**src/rtl/bwreg_pkg.sv**
```systemverilog
package bwreg_pkg;
    typedef enum logic {
        ST_WAIT_SYNC = 1'b0,
        ST_RUN       = 1'b1
    } reg_state_t;
endpackage

```
**src/rtl/bwreg_frame_timer.sv**
```systemverilog
module bwreg_frame_timer #(
    parameter int LW      = 16,
    parameter int DEF_LEN = 16
) (
    input  logic          clk,
    input  logic          rst_n,
    input  logic          start_i,
    input  logic          run_i,
    input  logic [LW-1:0] len_shadow_i,
    output logic          boundary_o,
    output logic          first_o
);
    logic [LW-1:0] len_q;
    logic [LW-1:0] tmr_q;
    logic [LW-1:0] eff_len;

    // zero length behaves as one cycle per frame
    assign eff_len    = (len_q == '0) ? LW'(1) : len_q;
    assign boundary_o = run_i && (tmr_q == eff_len - LW'(1));
    assign first_o    = run_i && (tmr_q == '0);

    always_ff @(posedge clk or negedge rst_n) begin
        if (!rst_n) begin
            len_q <= LW'(DEF_LEN);
            tmr_q <= '0;
        end else if (start_i || boundary_o) begin
            len_q <= len_shadow_i;
            tmr_q <= '0;
        end else if (run_i) begin
            tmr_q <= tmr_q + LW'(1);
        end
    end

    // the timer never passes the end of the frame in force
    p_timer_in_frame_r5: assert property (@(posedge clk) disable iff (!rst_n)
        run_i |-> (tmr_q < eff_len));

    // after a boundary the next cycle opens a fresh frame
    p_boundary_restart_r5: assert property (@(posedge clk) disable iff (!rst_n)
        (boundary_o && run_i) |=> (tmr_q == '0));

    // a frame length of zero makes every cycle a boundary
    p_zero_len_r10: assert property (@(posedge clk) disable iff (!rst_n)
        (run_i && len_q == '0) |-> boundary_o);
endmodule

```
**src/rtl/bwreg_quota_bank.sv**
```systemverilog
module bwreg_quota_bank #(
    parameter int N_APP = 16,
    parameter int QW    = 8,
    parameter int AW    = $clog2(N_APP)
) (
    input  logic          clk,
    input  logic          rst_n,
    input  logic          q_we_i,
    input  logic [AW-1:0] q_addr_i,
    input  logic [QW-1:0] q_data_i,
    input  logic          reload_i,
    input  logic          take_i,
    input  logic [AW-1:0] app_i,
    output logic          avail_o
);
    logic [QW-1:0] shadow_q [N_APP];
    logic [QW-1:0] cnt_q    [N_APP];

    for (genvar g = 0; g < N_APP; g++) begin : g_app
        always_ff @(posedge clk or negedge rst_n) begin
            if (!rst_n) begin
                shadow_q[g] <= '0;
                cnt_q[g]    <= '0;
            end else begin
                if (q_we_i && q_addr_i == AW'(g)) begin
                    shadow_q[g] <= q_data_i;
                end
                if (reload_i) begin
                    cnt_q[g] <= shadow_q[g];
                end else if (take_i && app_i == AW'(g)) begin
                    cnt_q[g] <= cnt_q[g] - QW'(1);
                end
            end
        end

        // every budget is refilled from its quota register at the boundary
        p_reload_all_r6: assert property (@(posedge clk) disable iff (!rst_n)
            reload_i |=> (cnt_q[g] == $past(shadow_q[g])));

        // an accepted request lowers its own budget by exactly one
        p_dec_by_one_r2: assert property (@(posedge clk) disable iff (!rst_n)
            (!reload_i && take_i && app_i == AW'(g)) |=> (cnt_q[g] == $past(cnt_q[g]) - QW'(1)));

        // budgets move only through grants or reloads, never through writes
        p_cfg_no_effect_r7: assert property (@(posedge clk) disable iff (!rst_n)
            (!reload_i && !(take_i && app_i == AW'(g))) |=> $stable(cnt_q[g]));
    end

    assign avail_o = (cnt_q[app_i] != '0);

    // a request is never taken against an empty budget
    p_no_take_empty_r2: assert property (@(posedge clk) disable iff (!rst_n)
        take_i |-> (cnt_q[app_i] != '0));
endmodule

```
**src/rtl/bwreg_regulator.sv**
```systemverilog
module bwreg_regulator #(
    parameter int N_APP   = 16,
    parameter int QW      = 8,
    parameter int DW      = 16,
    parameter int DEF_LEN = 16
) (
    input  logic                     clk,
    input  logic                     rst_n,
    input  logic                     frame_sync_i,
    input  logic                     req_valid_i,
    input  logic [$clog2(N_APP)-1:0] req_app_i,
    output logic                     req_ready_o,
    output logic                     req_hold_o,
    input  logic                     cfg_we_i,
    input  logic                     cfg_len_sel_i,
    input  logic [$clog2(N_APP)-1:0] cfg_app_i,
    input  logic [DW-1:0]            cfg_data_i,
    output logic                     frame_first_o
);
    import bwreg_pkg::*;

    localparam int AW = $clog2(N_APP);
    localparam int LW = DW;

    reg_state_t    state_q, state_d;
    logic [LW-1:0] len_shadow_q;
    logic          boundary;
    logic          start;
    logic          reload;
    logic          avail;
    logic          run;

    // state register
    always_ff @(posedge clk or negedge rst_n) begin
        if (!rst_n) begin
            state_q <= ST_WAIT_SYNC;
        end else begin
            state_q <= state_d;
        end
    end

    // next state and outputs
    always_comb begin
        state_d     = state_q;
        start       = 1'b0;
        req_ready_o = 1'b0;
        unique case (state_q)
            ST_WAIT_SYNC: begin
                if (frame_sync_i) begin
                    start   = 1'b1;
                    state_d = ST_RUN;
                end
            end
            ST_RUN: begin
                req_ready_o = avail;
            end
            default: state_d = ST_WAIT_SYNC;
        endcase
        req_hold_o = req_valid_i && !req_ready_o;
    end

    assign run    = (state_q == ST_RUN);
    assign reload = start || boundary;

    always_ff @(posedge clk or negedge rst_n) begin
        if (!rst_n) begin
            len_shadow_q <= LW'(DEF_LEN);
        end else if (cfg_we_i && cfg_len_sel_i) begin
            len_shadow_q <= cfg_data_i[LW-1:0];
        end
    end

    bwreg_frame_timer #(
        .LW      (LW),
        .DEF_LEN (DEF_LEN)
    ) u_timer (
        .clk          (clk),
        .rst_n        (rst_n),
        .start_i      (start),
        .run_i        (run),
        .len_shadow_i (len_shadow_q),
        .boundary_o   (boundary),
        .first_o      (frame_first_o)
    );

    bwreg_quota_bank #(
        .N_APP (N_APP),
        .QW    (QW),
        .AW    (AW)
    ) u_bank (
        .clk      (clk),
        .rst_n    (rst_n),
        .q_we_i   (cfg_we_i && !cfg_len_sel_i),
        .q_addr_i (cfg_app_i),
        .q_data_i (cfg_data_i[QW-1:0]),
        .reload_i (reload),
        .take_i   (req_valid_i && req_ready_o),
        .app_i    (req_app_i),
        .avail_o  (avail)
    );

    // nothing is granted before the global sync pulse
    p_wait_no_grant_r1: assert property (@(posedge clk) disable iff (!rst_n)
        (state_q == ST_WAIT_SYNC) |-> (!req_ready_o && !frame_first_o));

    // the sync pulse opens the first frame on the next cycle
    p_sync_starts_r1: assert property (@(posedge clk) disable iff (!rst_n)
        (state_q == ST_WAIT_SYNC && frame_sync_i) |=> frame_first_o);

    // grant and hold never coincide
    p_hold_excl_r9: assert property (@(posedge clk) disable iff (!rst_n)
        !(req_ready_o && req_hold_o));

    // once running the block never returns to waiting
    p_stay_run_r5: assert property (@(posedge clk) disable iff (!rst_n)
        (state_q == ST_RUN) |=> (state_q == ST_RUN));
endmodule

```
**config.mk**
```make
export PLATFORM = sky130hd
export DESIGN_NAME = bwreg_regulator
export DESIGN_NICKNAME = d
export VERILOG_FILES = /design/src/rtl/bwreg_pkg.sv /design/src/rtl/bwreg_frame_timer.sv /design/src/rtl/bwreg_quota_bank.sv /design/src/rtl/bwreg_regulator.sv
export SDC_FILE = /design/constraint.sdc
export NUM_CORES = 1
export LEC_CHECK = 0
export CAP_MARGIN = 5
export CORE_UTILIZATION = 65
export CTS_BUF_LIST = sky130_fd_sc_hd__clkbuf_8
export DETAILED_ROUTE_END_ITERATION = 6
export GPL_ROUTABILITY_DRIVEN = 0
export HOLD_SLACK_MARGIN = 0.02
export MAX_ROUTING_LAYER = met4
export PLACE_DENSITY = 0.83
export SKIP_LAST_GASP = 1
export SLEW_MARGIN = 20
export SYNTH_ARGS = -nofsm -noshare
export SYNTH_HDL_FRONTEND = slang
export SYNTH_SLANG_ARGS = --single-unit
```
**constraint.sdc**
```tcl
create_clock -name clk -period 5.4 [get_ports clk]
set_clock_uncertainty 0.05 [all_clocks]
set_input_delay 1.08 -clock clk [delete_from_list [all_inputs] [get_ports clk]]
set_output_delay 1.08 -clock clk [all_outputs]
set_load 0.02 [all_outputs]
```
# Word level (Yosys, flattened, before mapping)
# Index checks and enable logic that the tools add are counted.
[totals] reg_bits=305 latch_bits=0 ram_bits=0 mem_bits_ro=0 in_bits=30 output_inout_bits=3 elab_cells=192 memories=0
[classes] add_sub_neg=18 multipliers=0 div=0 n_lt_le_gt_ge=1 n_eq_ne=31 n_shift=0 muxes=42 bitwise_logic=1 reduce_logical=63
[op_table] op="$mux W8" count=34
[op_table] op="$sub A8 B1 Y8 const B" count=16
[op_table] op="$eq A4 B4 Y1 const B" count=16
[op_table] op="$mux W16" count=3
[op_table] op="$logic_and A1 B1 Y1" count=38
[op_table] op="$reduce_bool A2 Y1" count=17
[op_table] op="$bmux W8 S4" count=1
[op_table] op="$eq A4 B3 Y1 const B" count=8
[op_table] op="$logic_not A16 Y1" count=2
[op_table] op="$add A16 B1 Y16 const B" count=1
[op_table] op="$eq A16 B16 Y1" count=1
[op_table] op="$eq A4 B2 Y1 const B" count=4
[op_table] op="$sub A16 B1 Y16 const B" count=1
[op_table] op="$eq A4 B1 Y1 const B" count=2
[op_table] op="$logic_not A4 Y1" count=2
[op_table] op="$reduce_bool A8 Y1" count=1
[op_table] op="$ge A5 B5 Y1 const B" count=1
[op_table] op="$not A4 Y5" count=1
[op_table] op="$mux W1" count=4
[op_table] op="$logic_not A1 Y1" count=2
[op_table] op="$logic_or A1 B1 Y1" count=1

# Depth between registers and ports, before layout
[logic_depth] word_depth=10 depth_mapped=17 depth_no_buf=12

# By module
# Synthesis repeated with hierarchy kept, for this count alone.
[hier_totals] cells_unflattened=1422 area_unflattened_um2=15157.0
[modules_own_cells] module="bwreg_quota_bank" instances=1 cells_each=1167 area_per_inst_um2=12326.8 seq_area_each_um2=6406.1
[modules_own_cells] module="bwreg_frame_timer" instances=1 cells_each=213 area_per_inst_um2=2122.0 seq_area_each_um2=802.0
[modules_own_cells] module="bwreg_regulator" instances=1 cells_each=42 area_per_inst_um2=708.2 seq_area_each_um2=426.7

# Worst setup path after synthesis
# No wires, ideal clock.
[synth_path] path_type="input to output" from="input port req_app_i[1]" to="output port req_hold_o" t_arrival_ns=2.896 required_ns=4.270 setup_slack_ns=1.374 path_stages=8 n_path_buf=1 path_cell_list="clkbuf_1 > or4_1 > o21ai_0 > inv_1 > a211oi_1 > a211oi_1 > o21a_1 > nor2b_1"
[synth_via] elab_chain_len=8
[synth_rtl] element="from (decl)" line_no="bwreg_regulator.sv:11" source="input logic [$clog2(N_APP)-1:0] req_app_i,"
[synth_rtl] element="$not A4 Y5 (not written as such)" line_no="bwreg_quota_bank.sv:49" source="assign avail_o = (cnt_q[app_i] != '0);"
[synth_rtl] element="$bmux W8 S4" line_no="bwreg_quota_bank.sv:49"
[synth_rtl] element="$mux W8 (not written as such) (2 in a row)" line_no="bwreg_quota_bank.sv:49"
[synth_rtl] element="$reduce_bool A8 Y1" line_no="bwreg_quota_bank.sv:49"
[synth_rtl] element="$mux W1" line_no="bwreg_regulator.sv:47" source="unique case (state_q)"
[synth_rtl] element="net req_ready_o" line_no="bwreg_regulator.sv:12" source="output logic req_ready_o,"
[synth_rtl] element="$logic_not A1 Y1" line_no="bwreg_regulator.sv:59" source="req_hold_o = req_valid_i && !req_ready_o;"
[synth_rtl] element="$logic_and A1 B1 Y1" line_no="bwreg_regulator.sv:59"
[synth_rtl] element="to (decl)" line_no="bwreg_regulator.sv:13" source="output logic req_hold_o,"
# The timed path passes the listed nets, and every way through them passes these cells. The select of a mux whose other input is x is not followed.

# Worst setup path in the final report
[layout_path] from="input port req_app_i[0]" to="output port req_hold_o"
[layout_via] elab_chain_len=8
[layout_rtl] element="$not A4 Y5 (not written as such)" line_no="bwreg_quota_bank.sv:49"
[layout_rtl] element="$bmux W8 S4" line_no="bwreg_quota_bank.sv:49"
[layout_rtl] element="$mux W8 (not written as such) (2 in a row)" line_no="bwreg_quota_bank.sv:49"
[layout_rtl] element="$reduce_bool A8 Y1" line_no="bwreg_quota_bank.sv:49"
[layout_rtl] element="$mux W1" line_no="bwreg_regulator.sv:47"
[layout_rtl] element="$logic_not A1 Y1" line_no="bwreg_regulator.sv:59"
[layout_rtl] element="$logic_and A1 B1 Y1" line_no="bwreg_regulator.sv:59"
# Every way passes these cells. The select of a mux whose other input is x is not followed.

==> reports/results.ini <==
[timing]
timing.fmax_ghz = 0.200
worst_slack_ps = 402
slew-limit-headroom = 0.229
final-max-slew-violation-count = 0
hold-worst-slack_ps = 372
rsz0062_at_grt = no
worst_pin_slew_ps = 1150
final.min_clock_period_ps = 5000
setup-violations-final = 0
timing.final.crit_share = 0.925
hold_viol = 0
setup_tns_ps = 0

[clocking]
htree_levels = 2
cts_buffer_depth = 3
post-cts-setup-buffers = 0
cts_resized = 0
clock_latency_ps = 580
hold_buffers = 0
clk_pin_slew_ps = 60
cts_tree = yes
cts-root-buf = clkbuf_8
numClockSinks = 305
cts_buffers = 50

[synth]
synth.distinct_cells = 62
synth_nets = 1352
syn_area_um2 = 15200
syn_inst = 1303
synth_mux_area_frac = 0.206
ys_ff_latch = 305
ys_async_sr_fraction = 1.00
synth-compound-area-share = 0.0447
synth_edf_count = 0
ys.flop_type = dfrtp_1
synth_top_family_by_area = multiplexers
synth_simple_gate_area_frac = 0.127
ys.warnings.count = 0
synthAdderAreaFrac = 0.0156
synth_xor_area_frac = 0.0697
ys_seq_area_frac = 0.502
synth_area_per_cell_um2 = 11.7

[flow_run]
cap_violations = 0

[floorplanning]
design.core.area_um2 = 22800
rows = 55
die_w_um = 155
ios = 33
die_area_um2 = 24000
die_y_um = 155
start_util = 0.667

[grt]
grt_pass1_vias = 10600
grt_max_degree = 131
grt_pass1_wl_mm = 53.9
track_usage = 0.294
grt_remaining_overflow = 0
antenna_found_initial = 0

[drt]
wl_mm = 32.8
wl_per_cell_um = 19.3
route.detailed.drc = 0
ant_nets = 0
viasPerCell = 6.06
via_count = 10300
drtPass1Iterations = 5
drt_iter0_markers = 638

[layout]
fin_area_um2 = 16800
num_antenna_cells = 0
layout-drive-gt1-share = 0.203
final_nets = 1404
area_delta_synth_final_pct = 10.4
stdcell_count = 1700

[setup_path]
critPathLaunchType = input pin
arrival_ps = 3870
worstSetupEndpointType = primary output
required_ps = 4270
criticalPathCategory = in2out
worstPathMaxFanout = 3

[run_status]
status = finished, final reports clean

[place]
io_buffers = 32
dp_hpwl_mm = 21.2
dpl_cell_area_um2 = 15800
place_ws_ps = 444
placedCellCount = 1615

[power]
leakage_nw = 7.81
max-vdd-ir-drop_mv = 0.285
power_density_nw_per_um2 = 473

[worst_hold_path]
hp-class = in2async

[worst max-delay path: stages]
cell,delay [ps]
clkdlybuf4s50_1,460
or4_1,490
nor4_1,330
a31o_2,180
mux2i_1,110
nor2_1,140
a211oi_1,70
o21a_1,250
nor2b_1,130
clkdlybuf4s50_1,610
[final timing paths]
check                                          to                 from  cells after the start  slack (ps)
worst max-delay path                   req_hold_o         req_app_i[0]                     10         400
worst min-delay path             u_timer.tmr_q[9]                rst_n                      1         370
worst max register to register  u_timer.len_q[15]     u_timer.len_q[7]                     12         960
worst min register to register   u_bank.cnt_q[38]  u_bank.shadow_q[38]                      1         430
min in group clk                 u_bank.cnt_q[38]  u_bank.shadow_q[38]                      1         430
max in group asynchronous        u_timer.len_q[9]                rst_n                      3        3720
[report_power, final]
| group | switching [W] | internal [W] | leakage, nW |
|---|---|---|---|
| logic | 0.00115 | 0.00119 | 3.39 |
| clock network | 0.000902 | 0.00102 | 0.542 |
| registers | 0.000663 | 0.00301 | 3.87 |
| total | 0.00271 | 0.00521 | 7.81 |
[cell type report]
cell class / count / area (um^2)
Tap cell: 313 / 392
Inverter: 63 / 236
Timing Repair Buffer: 53 / 515
Sequential cell: 305 / 7630
Multi-Input combinational cell: 882 / 7050
Fill cell: 1513 / 6010
Clock inverter: 26 / 145
Clock buffer: 58 / 798
[Yosys cell counts (3+ instances only)]
library cell / n / area share
nor4bb_1: 5 / 0.0033
inv_1: 63 / 0.016
nor2b_1: 10 / 0.0041
or4_1: 9 / 0.0044
ha_1: 19 / 0.016
o21ai_0: 16 / 0.0053
mux2_2: 182 / 0.13
a22oi_1: 12 / 0.0059
nor2_1: 73 / 0.018
buf_2: 5 / 0.0016
and3_1: 10 / 0.0041
nand2_1: 66 / 0.016
nand4_1: 7 / 0.0029
nor3b_1: 7 / 0.0035
or3_1: 16 / 0.0066
a211oi_1: 8 / 0.0040
mux2i_1: 12 / 0.0079
nand4b_1: 4 / 0.0023
nand2b_1: 5 / 0.0021
a31oi_1: 11 / 0.0045
clkbuf_1: 34 / 0.0084
nor4b_1: 3 / 0.0017
a21boi_0: 5 / 0.0025
dfrtp_1: 303 / 0.50
mux2_1: 85 / 0.063
xor2_1: 59 / 0.034
xnor2_1: 62 / 0.036
a311oi_1: 4 / 0.0023
nand3b_1: 22 / 0.011
a21oi_1: 16 / 0.0053
nand3_1: 45 / 0.015
buf_4: 3 / 0.0015
buf_6: 9 / 0.0067
nor3_1: 48 / 0.016
a41oi_1: 3 / 0.0017
nor4_1: 26 / 0.011
[metrics by stage]
| step | total power (W) | util |
|---|---|---|
| CTS | 0.00795 | 0.735 |
| global placement | 0.00582 | 0.694 |
| floorplan | 0.00535 | - |
| global route | 0.00842 | 0.736 |
| finish | 0.00792 | 0.736 |
| detailed placement | 0.00599 | 0.694 |
[flip-flops by register name, summed over array words and instances, names as in the netlist]
signal	flops
u_bank.cnt_q	128
u_bank.shadow_q	128
len_shadow_q	16
u_timer.len_q	16
u_timer.tmr_q	16
run	1
[cell usage in the layout (no fill, tap or decap), types with 7 or more instances in the layout]
cell type,instances
mux2i_1,12
a22oi_1,12
and3_1,10
ha_1,19
mux2_2,182
mux2_1,85
clkbuf_8,58
nor4_1,26
nand4_1,7
xor2_1,59
nor3b_1,7
nand2_1,66
nand3b_1,22
nand3_1,45
o21ai_0,16
a31oi_1,11
or3_1,16
clkdlybuf4s50_1,31
a211oi_1,8
xnor2_1,62
a21oi_1,16
or4_1,9
buf_4,19
nor2b_1,10
nor3_1,48
nor2_1,73
dfrtp_1,303
inv_1,80
[kinds of logic after synthesis]
family / after synthesis
AND/OR/NAND/NOR: 364
AO/OA/AOI/OAI: 99
XOR/XNOR: 121
buffers and inverters: 116
multiplexers: 279
adder cells (fa/ha/maj): 19
flip-flops: 305
[metal layers]
layer	vias to the layer above	wire (um)	GRT usage
li1	4721	-	-
met1	5249	14200	0.377
met2	252	16100	0.477
met3	77	1490	0.0448
met4	0	949	0.111
met5	-	0	-
Note: power is estimated with default switching activity, not from simulation.
